===== src/rtl/claAluPkg.sv =====
package claAluPkg;

  localparam int OPCODE_W   = 3;
  localparam int PICK_COUNT = 5;

  // one-hot positions in the result selector
  localparam int PICK_ADD = 0;
  localparam int PICK_SUB = 1;
  localparam int PICK_AND = 2;
  localparam int PICK_OR  = 3;
  localparam int PICK_XOR = 4;

  typedef enum logic [OPCODE_W-1:0] {
    OP_ADD = 3'b000,
    OP_SUB = 3'b001,
    OP_AND = 3'b010,
    OP_OR  = 3'b011,
    OP_XOR = 3'b100
  } aluOp_e;

  typedef struct packed {
    logic                  subtract;
    logic [PICK_COUNT-1:0] pick;
  } aluCtrl_t;

endpackage


===== src/rtl/lookaheadGroup.sv =====
module lookaheadGroup #(
  parameter int N = 4
) (
  input  logic [N-1:0] gIn,
  input  logic [N-1:0] pIn,
  input  logic         carryIn,
  output logic         groupGen,
  output logic         groupProp,
  output logic [N-2:0] innerCarry
);

  // flat sum-of-products carry into position upto
  function automatic logic carryAt(input logic [N-1:0] g, input logic [N-1:0] p,
                                   input logic c0, input int upto);
    logic acc;
    logic term;
    acc = c0;
    for (int j = 0; j < upto; j++) acc = acc & p[j];
    for (int j = 0; j < upto; j++) begin
      term = g[j];
      for (int k = j + 1; k < upto; k++) term = term & p[k];
      acc = acc | term;
    end
    return acc;
  endfunction

  for (genvar i = 1; i < N; i++) begin : g_inner
    assign innerCarry[i-1] = carryAt(gIn, pIn, carryIn, i);
  end

  assign groupGen  = carryAt(gIn, pIn, 1'b0, N);
  assign groupProp = &pIn;

endmodule


===== src/rtl/carryNetwork.sv =====
module carryNetwork #(
  parameter int WIDTH = 16,
  parameter int GROUP = 4
) (
  input  logic [WIDTH-1:0] genBits,
  input  logic [WIDTH-1:0] propBits,
  input  logic             carryIn,
  output logic [WIDTH-1:0] carryOut
);

  localparam int NG = WIDTH / GROUP;

  logic [NG-1:0] grpG;
  logic [NG-1:0] grpP;
  logic [NG-1:0] grpCin;
  logic [NG-2:0] upperInner;
  logic          topG;
  logic          topP;

  // upper level: combines the group terms of the lower row
  lookaheadGroup #(.N(NG)) upper (
    .gIn       (grpG),
    .pIn       (grpP),
    .carryIn   (carryIn),
    .groupGen  (topG),
    .groupProp (topP),
    .innerCarry(upperInner)
  );

  assign grpCin = {upperInner, carryIn};

  for (genvar k = 0; k < NG; k++) begin : g_lower
    logic [GROUP-2:0] inner;

    lookaheadGroup #(.N(GROUP)) lower (
      .gIn       (genBits[k*GROUP +: GROUP]),
      .pIn       (propBits[k*GROUP +: GROUP]),
      .carryIn   (grpCin[k]),
      .groupGen  (grpG[k]),
      .groupProp (grpP[k]),
      .innerCarry(inner)
    );

    assign carryOut[k*GROUP +: GROUP-1] = inner;

    if (k == NG - 1) begin : g_last
      assign carryOut[k*GROUP + GROUP - 1] = topG | (topP & carryIn);
    end else begin : g_mid
      assign carryOut[k*GROUP + GROUP - 1] = grpCin[k+1];
    end
  end

endmodule


===== src/rtl/aluControl.sv =====
module aluControl
  import claAluPkg::*;
(
  input  logic [OPCODE_W-1:0] opcode,
  output aluCtrl_t            ctrl
);

  always_comb begin
    ctrl = '0;
    case (opcode)
      OP_ADD: ctrl.pick[PICK_ADD] = 1'b1;
      OP_SUB: begin
        ctrl.subtract       = 1'b1;
        ctrl.pick[PICK_SUB] = 1'b1;
      end
      OP_AND: ctrl.pick[PICK_AND] = 1'b1;
      OP_OR:  ctrl.pick[PICK_OR]  = 1'b1;
      OP_XOR: ctrl.pick[PICK_XOR] = 1'b1;
      default: ctrl = '0;
    endcase
  end

endmodule


===== src/rtl/aluDatapath.sv =====
module aluDatapath
  import claAluPkg::*;
#(
  parameter int WIDTH = 16,
  parameter int GROUP = 4
) (
  input  logic [WIDTH-1:0] opA,
  input  logic [WIDTH-1:0] opB,
  input  aluCtrl_t         ctrl,
  output logic [WIDTH-1:0] result
);

  logic [WIDTH-1:0] invB;
  logic [WIDTH-1:0] addend;
  logic [WIDTH-1:0] genBits;
  logic [WIDTH-1:0] propBits;
  logic [WIDTH-1:0] halfSum;
  logic [WIDTH-1:0] carryOut;
  logic [WIDTH-1:0] carryInto;
  logic [WIDTH-1:0] sumBits;
  logic             unusedMsbCarry;

  // negation: inversion here, the plus-one enters as carry-in
  assign invB   = ~opB;
  assign addend = ctrl.subtract ? invB : opB;

  assign genBits  = opA & addend;
  assign propBits = opA | addend;
  assign halfSum  = opA ^ addend;

  carryNetwork #(.WIDTH(WIDTH), .GROUP(GROUP)) carries (
    .genBits (genBits),
    .propBits(propBits),
    .carryIn (ctrl.subtract),
    .carryOut(carryOut)
  );

  assign carryInto      = {carryOut[WIDTH-2:0], ctrl.subtract};
  assign sumBits        = halfSum ^ carryInto;
  assign unusedMsbCarry = carryOut[WIDTH-1];

  logic [PICK_COUNT-1:0][WIDTH-1:0] paths;
  assign paths[PICK_ADD] = sumBits;
  assign paths[PICK_SUB] = sumBits;
  assign paths[PICK_AND] = genBits;
  assign paths[PICK_OR]  = propBits;
  assign paths[PICK_XOR] = halfSum;

  // AND-OR one-hot selector; no pick gives zero
  always_comb begin
    result = '0;
    for (int k = 0; k < PICK_COUNT; k++)
      result = result | (paths[k] & {WIDTH{ctrl.pick[k]}});
  end

endmodule


===== src/rtl/claAlu.sv =====
module claAlu
  import claAluPkg::*;
#(
  parameter int WIDTH = 16,
  parameter int GROUP = 4
) (
  input  logic [WIDTH-1:0]    opA,
  input  logic [WIDTH-1:0]    opB,
  input  logic [OPCODE_W-1:0] opcode,
  output logic [WIDTH-1:0]    result
);

  aluCtrl_t ctrl;

  aluControl control (
    .opcode(opcode),
    .ctrl  (ctrl)
  );

  aluDatapath #(.WIDTH(WIDTH), .GROUP(GROUP)) datapath (
    .opA   (opA),
    .opB   (opB),
    .ctrl  (ctrl),
    .result(result)
  );

endmodule


===== config.mk =====
export PLATFORM = sky130hd
export DESIGN_NAME = claAlu
export DESIGN_NICKNAME = d
export VERILOG_FILES = /design/src/rtl/claAluPkg.sv /design/src/rtl/lookaheadGroup.sv /design/src/rtl/carryNetwork.sv /design/src/rtl/aluControl.sv /design/src/rtl/aluDatapath.sv /design/src/rtl/claAlu.sv
export SDC_FILE = /design/constraint.sdc
export NUM_CORES = 1
export LEC_CHECK = 0
export ABC_AREA = 1
export BUFFER_PORTS_ARGS = -buffer_cell sky130_fd_sc_hd__buf_2
export CELL_PAD_IN_SITES_DETAIL_PLACEMENT = 0
export CELL_PAD_IN_SITES_GLOBAL_PLACEMENT = 1
export CORE_MARGIN = 4
export CORE_UTILIZATION = 36
export DETAILED_ROUTE_END_ITERATION = 8
export PLACE_DENSITY_LB_ADDON = 0.25
export SLEW_MARGIN = 5
export SYNTH_ARGS = -nofsm -noshare
export SYNTH_HDL_FRONTEND = slang
export SYNTH_SLANG_ARGS = --single-unit
export TNS_END_PERCENT = 1

===== constraint.sdc =====
create_clock -name vclk -period 3.7
set_input_delay 0.37 -clock vclk [all_inputs]
set_output_delay 0.37 -clock vclk [all_outputs]
set_load 0.01 [all_outputs]

Yosys cells after proc, flatten, opt, wreduce, memory -nomap -nowiden --
Index checks and enable logic that the tools add are counted.
Storage, ports and cells: register bits after elaboration 0, output and inout port bits 16, logic and storage cells 106
Operators by class: equality and inequality tests 4, multiplexer cells 6, bitwise operators 92, reductions and logical operators 4
Operators by type and width (count):
- $and 16x16->16 | 6
- $or 16x16->16 | 5
- $and 1x1->1 | 39
- $or 1x1->1 | 39
- $xor 16x16->16 | 2
- $mux 16 | 1
- $not 16->16 | 1
- $reduce_and 4->1 | 3
- $eq 3x2->1 const B | 2
- $mux 1 | 5
- $eq 3x1->1 const B | 1
- $eq 3x3->1 const B | 1
- $logic_not 3->1 | 1

Depth between registers and ports, before layout --
Gate-level depths: netlist of run 1.
depth after elaboration 27, mapped depth 23, depth with buffers taken out 22

By module --
From an unflattened synthesis of run 1, not the netlist that was laid out.
Unflattened totals: cell total of the unflattened synthesis 389, area total of the unflattened synthesis 1943.1 um2
By module, submodules not included:
- aluDatapath | times used 1, cells each 284, area an instance 1480.2 um2, seq. area each 0.0 um2
- lookaheadGroup | times used 5, cells each 18, area an instance 80.1 um2, seq. area each 0.0 um2
- aluControl | times used 1, cells each 12, area an instance 51.3 um2, seq. area each 0.0 um2
- carryNetwork | times used 1, cells each 3, area an instance 11.3 um2, seq. area each 0.0 um2

Least setup slack after synthesis of run 1 --
No wires, ideal clock.
kind input-to-output, start input opcode[0], end output result[12], data arrival time 2.604 ns, data required time 3.330 ns, slack 0.726 ns, cell stages on the path 17, buffers on the path 1, cells stage by stage inv_2 -> nor2_4 -> nand2_2 -> buf_2 -> xnor2_1 -> inv_1 -> ha_1 -> inv_1 -> nand2_1 -> nor3_1 -> nand3_2 -> nand2_2 -> nand2_1 -> nand2_1 -> fa_1 -> a22oi_1 -> o211ai_1
Between the ends: word-level cells in the longest chain between the ends 21
Ends and longest elaborated chain:
- from (decl) | RTL line claAlu.sv:9 | input logic [OPCODE_W-1:0] opcode,
- $eq 3x1->1 | RTL line aluControl.sv:10 | case (opcode)
- $mux 1 | RTL line aluControl.sv:10
- $mux 16 | RTL line aluDatapath.sv:25 | assign addend = ctrl.subtract ? invB : opB;
- $and 16x16->16 or $or 16x16->16 (tied branches) | RTL line aluDatapath.sv:27, aluDatapath.sv:28
- $and 1x1->1 (3 in a row) | RTL line lookaheadGroup.sv:21 | for (int k = j + 1; k < upto; k++) term = term & p[k];
- $or 1x1->1 (3 in a row) | RTL line lookaheadGroup.sv:22 | acc = acc | term;
- $and 1x1->1 (2 in a row) | RTL line lookaheadGroup.sv:21
- $or 1x1->1 (3 in a row) | RTL line lookaheadGroup.sv:22
- $xor 16x16->16 | RTL line aluDatapath.sv:39 | assign sumBits = halfSum ^ carryInto;
- $and 16x16->16 | RTL line aluDatapath.sv:53 | result = result | (paths[k] & {WIDTH{ctrl.pick[k]}});
- $or 16x16->16 (3 in a row) | RTL line aluDatapath.sv:53
- $or 16x16->16 (*) | RTL line aluDatapath.sv:53
- to (decl) | RTL line claAlu.sv:10 | output logic [WIDTH-1:0] result
Mark *: on every way between the ends. The rest lies on a longest branch, timed or not.

Final worst setup path of run 1 --
start input opcode[1], end output result[12]
Same word-level chain as after synthesis.

==> metrics.md, run 1 <==
| Metric | Value |
|---|---|
| Final worst-path cycle share | `0.8707` |
| Die footprint | `5338 um^2` |
| Synth Warn # | `0` |
| Top cells by count, synth | `inv_1, nand2_1, ha_1` |
| HP Class | `in2out` |
| DP HPWL | `3.136 mm` |
| Cell taking the most area after synthesis | `ha_1` |
| Total core area | `between 4000 and 5000 um^2` |
| Synthesized instance count | `approximately 250` |
| Worst Path Buf+Inv | `5` |
| Count leader, synth | `inv_1` |
| Vias post-DR | `about 1,600` |
| Worst-path fanout max | `14` |
| Rows | `23` |
| Layout sequential cell count | `0` |
| Total wire length | `3.819 mm` |
| Static leakage | `approximately 1.1 nW` |
| Starting density of the core | `0.3756` |
| Die X | `around 73 um` |
| Post-Syn Nets | `between 300 and 400` |
| Remaining DRCs | `0` |
| Die Span Y | `73.07 um` |
| Avg WL per Cell | `roughly 11 um` |
| Slowest CP cell | `fa_1` |
| Initial antenna violation count | `0` |
| Setup crit start | `opcode[1]` |
| Fraction of layout cells with a size suffix above 1 | `0.2114` |
| Dpl ws | `a little under 300 ps` |
| Final slew viol count | `0` |
| DRT antenna net count | `0` |
| Hold path startpoint | `opA[0]` |
| Max-cap violations | `0` |
| Setup violators final | `0` |
| RSZ-0062 raised after global routing | `false` |
| Post-synthesis sequential area ratio | `0` |
| Tmin final | `approximately 3200 ps` |
| Layout Utilization | `0.4542` |
| # clk buffers | `0` |
| Area Growth Syn to Fin | `20.94%` |
| Crit. End Element | `output port` |
| Required @ worst endpoint | `3330 ps` |
| Synth Cell Area | `~1500 um^2` |
| Post-synthesis cell type count | `27` |
| Hold-fix buffers at CTS | `0` |
| Setup TNS | `0 ps` |
| Post-CTS setup buffers | `0` |
| CP Data Arrival Time | `~2900 ps` |
| Endpoints failing hold | `0` |
| Port-buffer cells | `51` |
| First-pass GRT wire length | `6.582 mm` |
| Number of global-route vias before repair | `between 1,500 and 2,000` |
| Status | `completed` |
| # fillers | `about 470` |
| CP delay by family, top | `simple AND/OR/NAND/NOR gates` |
| Main area contributors after synthesis | `ha_1, inv_1, nand2_1, xnor2_1, xor2_1` |
| Worst slew pin tran | `590.3 ps` |
| Pre-Repair DR Iteration Count | `4` |
| Syn avg cell area | `6.120 um^2` |
| IO Count | `a little over 50` |
| Cell Chain, Critical Path | `buf_2, inv_1, nand2_4, xnor2_1, inv_1, ha_1, inv_1, nand2_1, nor3_1, nand3_2, nand2_2, nand2_1, nand2_1, fa_1, a22oi_1, o211ai_1, buf_2` |
| Total Power | `roughly 280 uW` |
| Setup ws final | `approximately 480 ps` |
| Via density | `roughly 4.6` |
| Crit path largest cell delay | `420 ps` |
| Total GRT Usage | `0.1475` |
| Final layout net count | `370` |
| Antenna diode count | `0` |
| Setup crit start kind | `primary input` |
| Gp weighted congestion | `0.7345` |
| Worst rel slew slack | `0.6055` |
| Peak VDD IR | `0.05914 mV` |
| Grt ovf | `0` |
| Critical path class | `in2out` |
| Top-area cell type share of the netlist area | `0.2627` |
| F_max | `approximately 310 MHz` |
| DRT iter0 DRCs | `54` |
| Largest net degree at the start of global routing | `16` |
| PwrDens | `152.2 nW/um^2` |
| Sequential cell area | `0 um^2` |
-- cell usage in the layout (no fill, tap or decap), types with 2 or more instances in the layout --
cell       count
a21oi_1       11
nand3_2        2
o22ai_1        2
o211ai_1       2
nor3_1         2
nor2_1        13
xor2_1        10
ha_1          32
buf_2         51
inv_1         58
a221oi_1       4
nand2_2        3
nand2_1       57
buf_4          3
o21ai_0       13
o2111ai_1      6
nand3_1        7
fa_1           3
xnor2_1       11
-- cells by family after synthesis --
group / count (synthesis) / synth area share
AND/OR/NAND/NOR: 88 / 0.2471
buffers and inverters: 64 / 0.1626
XOR/XNOR: 21 / 0.1207
AO/OA/AOI/OAI: 41 / 0.1675
adder cells (fa/ha/maj): 35 / 0.3021
-- area by class of cell --
type,count,area (um^2),area share
tap,50,62.56,0.03394
timing repair buffer,54,277.8,0.1507
multi-input combinational,185,1281,0.6952
inverter,59,221.5,0.1202
-- where the power goes --
| part | switching, mW | leakage [nW] | internal [mW] |
|---|---|---|---|
| combinational | 0.161 | 1.11 | 0.120 |
| clock | 0 | 0 | 0 |
| sequential | 0 | 0 | 0 |
| total | 0.161 | 1.11 | 0.120 |
-- per-layer routing --
metal,track usage,vias to the layer above,part of all wire
li1,-,879,-
met1,0.2003,707,0.46
met2,0.2741,29,0.49
met3,0.002755,0,0.043
met4,0,0,0
met5,0,-,0
-- metrics by stage --
step | std cells | hold slack [ps] | area, um^2
detailed placement | 348 | 1200 | 1838
CTS | 348 | 1200 | 1838
global placement | 348 | 1222 | 1838
finish | 348 | 1199 | 1843
global route | 348 | 1227 | 1843
floorplan | 249 | 977.0 | 1524
-- what timing repair did --
item,CTS,global route
endpoints found under the setup margin,0,1
resized for setup,0,1
hold endpoints to repair,0,0
-- final timing paths --
check	to	slack, ps	cells after the start
setup / recovery	result[12]	480	17
hold / removal	result[0]	1200	5
No activity file was read; power rests on OpenSTA's default activity.
==> inputs of run 2 (changes only) <==
--- a/config.mk
+++ b/config.mk
@@ -14,2 +14,3 @@
 export DETAILED_ROUTE_END_ITERATION = 8
+export GPL_ROUTABILITY_DRIVEN = 0
 export PLACE_DENSITY_LB_ADDON = 0.25
==> constraint.sdc (replaced) <==
create_clock -name vclk -period 3.7
set_input_delay 0.185 -clock vclk [all_inputs]
set_output_delay 0.185 -clock vclk [all_outputs]
set_load 0.01 [all_outputs]
==> metrics.md, run 2 (synthesis gave the netlist of run 1 again) <==
| Metric | Value |
|---|---|
| Antenna diode count | `0 (unchanged)` |
| Number of global-route vias before repair | `1,542 (-0.13%)` |
| CP delay by family, top | `simple AND/OR/NAND/NOR gates` |
| Fraction of layout cells with a size suffix above 1 | `0.2088 (-0.002655)` |
| Final worst-path cycle share | `0.8282 (-0.04247)` |
| RSZ-0062 raised after global routing | `false` |
| # fillers | `463 (-0.86%)` |
| Post-CTS setup buffers | `0 (unchanged)` |
| Max-cap violations | `0 (unchanged)` |
| Initial antenna violation count | `0 (unchanged)` |
| PwrDens | `151.8 nW/um^2 (-0.26%)` |
| Slowest CP cell | `fa_1` |
| Total wire length | `3.760 mm (-1.5%)` |
| Pre-Repair DR Iteration Count | `4 (unchanged)` |
| Internal power | `118.2 uW (-1.2%)` |
| # clk buffers | `0 (unchanged)` |
| Grt ovf | `0 (unchanged)` |
| Layout sequential cell count | `0 (unchanged)` |
| Clock power share | `0 (unchanged)` |
| Area Growth Syn to Fin | `20.12%` |
| First-pass GRT wire length | `6.568 mm (-0.21%)` |
| Critical path class | `in2out` |
| Commonest non-fill, non-tap cells in the layout | `inv_1, nand2_1, buf_2, ha_1` |
| Peak VDD IR | `0.05681 mV (-3.9%)` |
| Layout Utilization | `0.4511 (-0.003083)` |
| Worst Path Buf+Inv | `4 (-1)` |
| Cell Chain, Critical Path | `buf_2, nor2_4, nand2_2, xnor2_1, inv_1, ha_1, inv_1, nand2_1, nor3_1, nand3_2, nand2_2, nand2_1, nand2_1, fa_1, a22oi_1, o211ai_1, buf_2` |
| Die footprint | `5338 um^2 (unchanged)` |
| Static leakage | `1.099 nW (-0.98%)` |
| Vias post-DR | `1,610 (-0.31%)` |
| Crit path largest cell delay | `420 ps (about the same)` |
| CP most frequent cell | `nand2_1` |
| Final layout net count | `369 (-0.27%)` |
| Crit. End Element | `output port` |
| Status | `completed` |
| CTS resizes | `0 (unchanged)` |
| Port-buffer cells | `51 (unchanged)` |
| Starting density of the core | `0.3756 (unchanged)` |
| Tmin final | `3064 ps (-157.2 ps)` |
| Net Switching | `159.7 uW (-0.72%)` |
| Total core area | `4058 um^2 (unchanged)` |
| Remaining DRCs | `0 (unchanged)` |
| Die Span Y | `73.07 um (unchanged)` |
| DRT iter0 DRCs | `50 (-7.4%)` |
| IO Count | `51 (unchanged)` |
| Final hold slack | `834.6 ps (-364.7 ps)` |
| Setup TNS | `0 ps (unchanged)` |
| Avg WL per Cell | `10.84 um (-1.3%)` |
| Worst hold path stage count | `5 (unchanged)` |
| HP Class | `in2out` |
| Required @ worst endpoint | `3510 ps (+180 ps)` |
| Placed inst area | `1831 um^2 (-0.41%)` |
| Setup ws final | `635.7 ps (+157.2 ps)` |
| F_max | `326.3 MHz (+5.1%)` |
| Commonest non-fill, non-tap cell in the layout | `inv_1` |
| Total GRT Usage | `0.1456 (-0.001979)` |
| Rows | `23 (unchanged)` |
| DP HPWL | `3.065 mm (-2.3%)` |
| Sequential cell area | `0 um^2 (unchanged)` |
| Fin area | `1831 um^2 (-0.68%)` |
| Switching share of total power | `0.5746 (+0.001241)` |
| Die X | `73.07 um (unchanged)` |
| Hold-fix buffers at CTS | `0 (unchanged)` |
| DRT antenna net count | `0 (unchanged)` |
| CP Data Arrival Time | `2880 ps (+30 ps)` |
| Setup violators final | `0 (unchanged)` |
| Gate power share | `1.000 (about the same)` |
| WP depth | `17 (unchanged)` |
| Via density | `4.640 (about the same)` |
| Seq pwr share | `0 (unchanged)` |
| Largest net degree at the start of global routing | `18 (+2)` |
| Worst-path fanout max | `17 (+3)` |
| Dpl ws | `571.7 ps (+273.3 ps)` |
| Final slew viol count | `0 (unchanged)` |
| Worst rel slew slack | `0.6048 (-0.0007200)` |
| Setup crit start kind | `primary input` |
| Endpoints failing hold | `0 (unchanged)` |
| Worst slew pin tran | `591.4 ps (+1.078 ps)` |
==> run 2: final timing paths <==
check	start	end	slack, ps
worst max-delay path	opcode[2]	result[12]	640
worst min-delay path	opA[0]	result[0]	830
==> run 2: layout make-up <==
class,instances,area [um^2],share of cell area
multi-input combinational,185,1276,0.6972
timing repair buffer,53,270.3,0.1476
inverter,59,221.5,0.1210
tap,50,62.56,0.03418
==> run 2: power groups by stage <==
stage                     clock, mW  sequential [mW]  combinational (mW)
after floorplan                   0                0               0.195
final                             0                0               0.278
after global routing              0                0               0.323
after detailed placement          0                0               0.280
after global placement            0                0               0.280
after CTS                         0                0               0.282
==> run 2: metrics by stage <==
step / power [mW] / instances
floorplan: 0.1952 / 249
global placement: 0.2798 / 347
detailed placement: 0.2800 / 347
CTS: 0.2817 / 347
global route: 0.3228 / 347
finish: 0.2780 / 347
==> run 2: per-layer routing <==
| layer | GRT usage | share of wire | vias to the layer above |
|---|---|---|---|
| met3 | 0 | 0.040 | 0 |
| met4 | 0 | 0 | 0 |
| li1 | - | - | 881 |
| met2 | 0.2592 | 0.47 | 29 |
| met5 | 0 | 0 | - |
| met1 | 0.2085 | 0.49 | 700 |
